File: config.mk
export PLATFORM = sky130hd
export DESIGN_NAME = alu_core
export DESIGN_NICKNAME = d
export VERILOG_FILES = /design/src/rtl/alu_pkg.sv /design/src/rtl/alu_half_add.sv /design/src/rtl/alu_ripple_add.sv /design/src/rtl/alu_shift_mult.sv /design/src/rtl/alu_mag_cmp.sv /design/src/rtl/alu_core.sv
export SDC_FILE = /design/constraint.sdc
export NUM_CORES = 1
export LEC_CHECK = 0
export ABC_AREA = 0
export CAP_MARGIN = 5
export CORE_AREA = 2 2 99 101
export DETAILED_ROUTE_END_ITERATION = 10
export DIE_AREA = 0 0 101 103
export DONT_BUFFER_PORTS = 1
export MAX_ROUTING_LAYER = met4
export PLACE_DENSITY = 0.58
export SLEW_MARGIN = 0
export SYNTH_ARGS = -nofsm -noshare
export SYNTH_HDL_FRONTEND = slang
export SYNTH_HIERARCHICAL = 1
export SYNTH_SLANG_ARGS = --single-unit
File: constraint.sdc
create_clock -name vclk -period 17.03
set_input_delay 3.406 -clock vclk [all_inputs]
set_output_delay 3.406 -clock vclk [all_outputs]
set_load 0.02 [all_outputs]
File: src/rtl/alu_pkg.sv
package alu_pkg;
  typedef enum logic [3:0] {
    OP_ADD  = 4'd0,
    OP_SUBA = 4'd1,
    OP_SUBB = 4'd2,
    OP_INCA = 4'd3,
    OP_INCB = 4'd4,
    OP_DECA = 4'd5,
    OP_DECB = 4'd6,
    OP_MUL  = 4'd7,
    OP_NOTA = 4'd8,
    OP_NOTB = 4'd9,
    OP_AND  = 4'd10,
    OP_OR   = 4'd11,
    OP_XOR  = 4'd12,
    OP_CMP  = 4'd13
  } alu_op_e;
endpackage

File: src/rtl/alu_half_add.sv
module alu_half_add (
  input  logic x,
  input  logic y,
  output logic s,
  output logic c
);
  assign s = x ^ y;
  assign c = x & y;
endmodule

File: src/rtl/alu_ripple_add.sv
// N-bit ripple adder: half adder at bit 0, full adders above it.
module alu_ripple_add #(
  parameter int N = 8
) (
  input  logic [N-1:0] x,
  input  logic [N-1:0] y,
  output logic [N-1:0] s,
  output logic         cout
);
  logic carry [0:N-1];

  alu_half_add u_bit0 (.x(x[0]), .y(y[0]), .s(s[0]), .c(carry[0]));

  for (genvar i = 1; i < N; i++) begin : g_fa
    logic p, g1, g2;
    alu_half_add u_h1 (.x(x[i]), .y(y[i]), .s(p), .c(g1));
    alu_half_add u_h2 (.x(p), .y(carry[i-1]), .s(s[i]), .c(g2));
    assign carry[i] = g1 | g2;
  end

  assign cout = carry[N-1];
endmodule

File: src/rtl/alu_shift_mult.sv
// Array multiplier: one ripple row per bit of the second operand.
module alu_shift_mult #(
  parameter int W = 8
) (
  input  logic [W-1:0]   x,
  input  logic [W-1:0]   y,
  output logic [2*W-1:0] p
);
  localparam int PW = 2 * W;

  logic [W-1:0] hi [0:W-1];
  logic         co [0:W-1];

  assign hi[0] = x & {W{y[0]}};
  assign co[0] = 1'b0;

  for (genvar i = 1; i < W; i++) begin : g_row
    logic [W-1:0] pp;
    logic [W-1:0] carried;
    assign pp      = x & {W{y[i]}};
    assign carried = {co[i-1], hi[i-1][W-1:1]};
    alu_ripple_add #(.N(W)) u_row (
      .x(carried), .y(pp), .s(hi[i]), .cout(co[i])
    );
    assign p[i-1] = hi[i-1][0];
  end

  assign p[PW-1:W-1] = {co[W-1], hi[W-1]};
endmodule

File: src/rtl/alu_mag_cmp.sv
// Unsigned magnitude compare, resolved from LSB upward.
module alu_mag_cmp #(
  parameter int W = 8
) (
  input  logic [W-1:0] x,
  input  logic [W-1:0] y,
  output logic         eq,
  output logic         lt,
  output logic         gt
);
  logic lt_c [0:W-1];

  assign lt_c[0] = ~x[0] & y[0];
  for (genvar i = 1; i < W; i++) begin : g_stage
    assign lt_c[i] = (~x[i] & y[i]) | (~(x[i] ^ y[i]) & lt_c[i-1]);
  end

  assign eq = ~|(x ^ y);
  assign lt = lt_c[W-1];
  assign gt = ~lt & ~eq;
endmodule

File: src/rtl/alu_core.sv
module alu_core #(
  parameter int W = 8
) (
  input  logic [W-1:0]   a,
  input  logic [W-1:0]   b,
  input  logic [3:0]     op,
  output logic [2*W-1:0] res
);
  import alu_pkg::*;

  localparam int RW = 2 * W;
  localparam logic [W-1:0] ONE = W'(1);

  alu_op_e opc;
  assign opc = alu_op_e'(op);

  // Sum path (add and increment)
  logic [W-1:0] add_x, add_y, add_s;
  logic         add_c;
  // Difference path: m - n computed as ~(~m + n)
  logic [W-1:0] sub_m, sub_n, sub_s, diff;
  logic         borrow;
  logic [RW-1:0] prod;
  logic cmp_eq, cmp_lt, cmp_gt;

  always_comb begin
    add_x = a;
    add_y = b;
    sub_m = a;
    sub_n = b;
    unique case (opc)
      OP_INCA: add_y = ONE;
      OP_INCB: begin add_x = b; add_y = ONE; end
      OP_SUBB: begin sub_m = b; sub_n = a; end
      OP_DECA: sub_n = ONE;
      OP_DECB: begin sub_m = b; sub_n = ONE; end
      default: ;
    endcase
  end

  alu_ripple_add #(.N(W)) u_sum (
    .x(add_x), .y(add_y), .s(add_s), .cout(add_c)
  );

  alu_ripple_add #(.N(W)) u_dif (
    .x(~sub_m), .y(sub_n), .s(sub_s), .cout(borrow)
  );
  assign diff = ~sub_s;

  alu_shift_mult #(.W(W)) u_mul (.x(a), .y(b), .p(prod));

  alu_mag_cmp #(.W(W)) u_cmp (
    .x(a), .y(b), .eq(cmp_eq), .lt(cmp_lt), .gt(cmp_gt)
  );

  always_comb begin
    res = '0;
    case (opc)
      OP_ADD, OP_INCA, OP_INCB:
        res = {{(W-1){1'b0}}, add_c, add_s};
      OP_SUBA, OP_SUBB, OP_DECA, OP_DECB:
        res = {{(W-1){borrow}}, borrow, diff};
      OP_MUL:  res = prod;
      OP_NOTA: res = {{W{1'b0}}, ~a};
      OP_NOTB: res = {{W{1'b0}}, ~b};
      OP_AND:  res = {{W{1'b0}}, a & b};
      OP_OR:   res = {{W{1'b0}}, a | b};
      OP_XOR:  res = {{W{1'b0}}, a ^ b};
      OP_CMP:  res = {{(RW-3){1'b0}}, cmp_gt, cmp_lt, cmp_eq};
      default: res = '0;
    endcase
  end
endmodule

==> flow_summary.json <==
{
  "report.final.slew_viol_count": 0,
  "die_w_um": 101,
  "holdBufCountCts": 0,
  "avgSynthCellArea_um2": 8.04,
  "n_antenna_cell": 0,
  "routed-via-count": 3477,
  "dieArea_um2": 10400,
  "crit_type": "in -> out",
  "wl_per_cell_um": 14.7,
  "status": "completed",
  "power.density_nw_per_um2": 73.1,
  "area_growth_pct": 1.71,
  "die_h_um": 103,
  "syn_area_um2": 4090,
  "ant_nets": 0,
  "clock_power_share_pct": 0,
  "rsz0062_at_grt": "false",
  "nets": 677,
  "holdWs_ns": 7.02,
  "place.gp.congestion": 0.877,
  "max_freq_ghz": 0.0620,
  "min-delay-path-class": "in -> out",
  "tightest_slew_ns": 0.902,
  "seqCellArea_um2": 0,
  "num_rows": 36,
  "tns_ns": 0,
  "crit_path_max_incr_delay_ns": 0.30,
  "pre_cts_ws_ns": 0.843,
  "grt_max_degree": 33,
  "hpwl_mm": 7.38,
  "overflow": 0,
  "p_int_uw": 153,
  "port_buffers": 0,
  "synth_nets": 688,
  "relSlewSlack_pct": 39.6,
  "ios": 36,
  "post-route-period-util_pct": 94.7,
  "clkbuf_count": 0,
  "final_layout_size_suffix_gt1_share_pct": 1.41,
  "antenna_found_initial": 0,
  "coreArea_um2": 9460,
  "path_max_fanout": 16,
  "vias_per_cell": 5.70,
  "fin_ws_ns": 0.900,
  "finalHoldViolations": 0,
  "power_switching_uw": 152,
  "postSynthCellCount": 509,
  "synth_cell_types": 42,
  "yosys_warnings": 6,
  "setup_viol": 0,
  "start_util_pct": 43.2,
  "required_ns": 13.62,
  "design.seq.count": 0,
  "ir_drop_mv": 0.0527,
  "cts_setup_buffers": 0,
  "period_needed_ns": 16.13,
  "drc_errors": 0,
  "switching_share_pct": 49.8,
  "cpMostUsedCell": "ha_1",
  "endpoint_kind": "primary output",
  "power.leakage_nw": 2.40,
  "grt_pass1_wl_mm": 15.2,
  "placed_cells": 610,
  "critPathSlowestCell": "ha_1",
  "synth-seq-area-share_pct": 0,
  "grt_pass1_vias": 3269,
  "grt_use_total_pct": 18.3,
  "final_cells": 610,
  "finalPower_uw": 304,
  "routed_wirelength_mm": 8.99,
  "max-cap-violations": 0,
  "worst_ep_arrival_time_ns": 12.72,
  "comb_power_share_pct": 100.0,
  "sequentialPowerShare_pct": 0,
  "firstDrtPassIters": 5,
  "cts_resized": 0,
  "start_kind": "input pin",
  "drt_iter0_drc": 63
}
## metrics by stage
step	area (um^2)	utilization (%)
2_1_floorplan	4090	-
3_3_place_gp	4160	44.0
3_5_place_dp	4160	44.0
4_1_cts	4160	44.0
5_1_grt	4160	44.0
6_report	4160	44.0
## worst max-delay path, delay by kind of cell
family | cells | cell delay [ns]
adders and majority gates | 26 | 6.07
and+or+nand+nor | 16 | 3.23
## power groups by stage
stage / registers [mW] / logic [mW] / clock network (mW)
after floorplan: 0 / 0.254 / 0
after global placement: 0 / 0.312 / 0
after detailed placement: 0 / 0.315 / 0
after CTS: 0 / 0.316 / 0
after global routing: 0 / 0.379 / 0
final: 0 / 0.304 / 0
## cells by family (layout without fill, tap and decap cells)
group,count (synthesis),after routing,share of synthesized area (%)
buffers and inverters,41,28,4.34
other,1,1,0.0917
AOI/OAI and AO/OA,80,80,13.9
adders and majority gates,159,159,48.6
and+or+nand+nor,214,214,29.3
muxes,14,14,3.76
## per-layer routing
| layer | up-vias | part of all wire (%) | track usage [%] |
|---|---|---|---|
| met5 | - | 0 | - |
| met4 | 0 | 1.6 | 3.43 |
| met3 | 13 | 3.4 | 0.814 |
| met2 | 55 | 51 | 35.0 |
| met1 | 1623 | 44 | 21.4 |
| li1 | 1786 | - | - |
## layout by cell type, fill, tap and decap left out, drive strengths merged, types with 3 or more instances in the layout
cell type,instances
or2,66
a22o,18
o211ai,3
o2111ai,4
ha,159
a21o,4
a21oi,12
and2,64
nand2b,7
a22oi,6
inv,28
o22ai,7
nor2,20
mux2i,12
nand2,41
and3,5
o21ai,15
## area by class of cell
cell class	instances	area, um^2
tap	114	143
fill	987	5300
multi-input combinational	468	3910
inverter	28	105
## Yosys cell counts, types with 2 or more instances
cell | n | area [um^2]
nor3b_1 | 2 | 15.0
o211ai_1 | 3 | 22.5
a22oi_1 | 6 | 45.0
clkbuf_1 | 2 | 7.51
o2111ai_1 | 4 | 35.0
or2_1 | 63 | 394
buf_2 | 7 | 35.0
o22ai_1 | 7 | 43.8
ha_1 | 159 | 1990
buf_4 | 4 | 30.0
a22o_1 | 18 | 158
or2_2 | 3 | 18.8
mux2i_1 | 12 | 120
o32ai_1 | 2 | 17.5
and3_1 | 5 | 31.3
nor3_1 | 2 | 10.0
nand3_1 | 2 | 10.0
o21ai_0 | 15 | 75.1
a211o_1 | 2 | 17.5
a21o_1 | 4 | 30.0
inv_1 | 28 | 105
and2b_1 | 2 | 15.0
a21oi_1 | 12 | 60.1
and2_1 | 64 | 400
nand2b_1 | 7 | 43.8
nor2_1 | 18 | 67.6
nand2_1 | 41 | 154
## final timing paths
path | startpoint | end | slack (ns) | cells past startpoint
min | op[3] | res[2] | 7.02 | 1
max | b[1] | res[15] | 0.90 | 42
No activity file was read; power rests on OpenSTA's default activity.
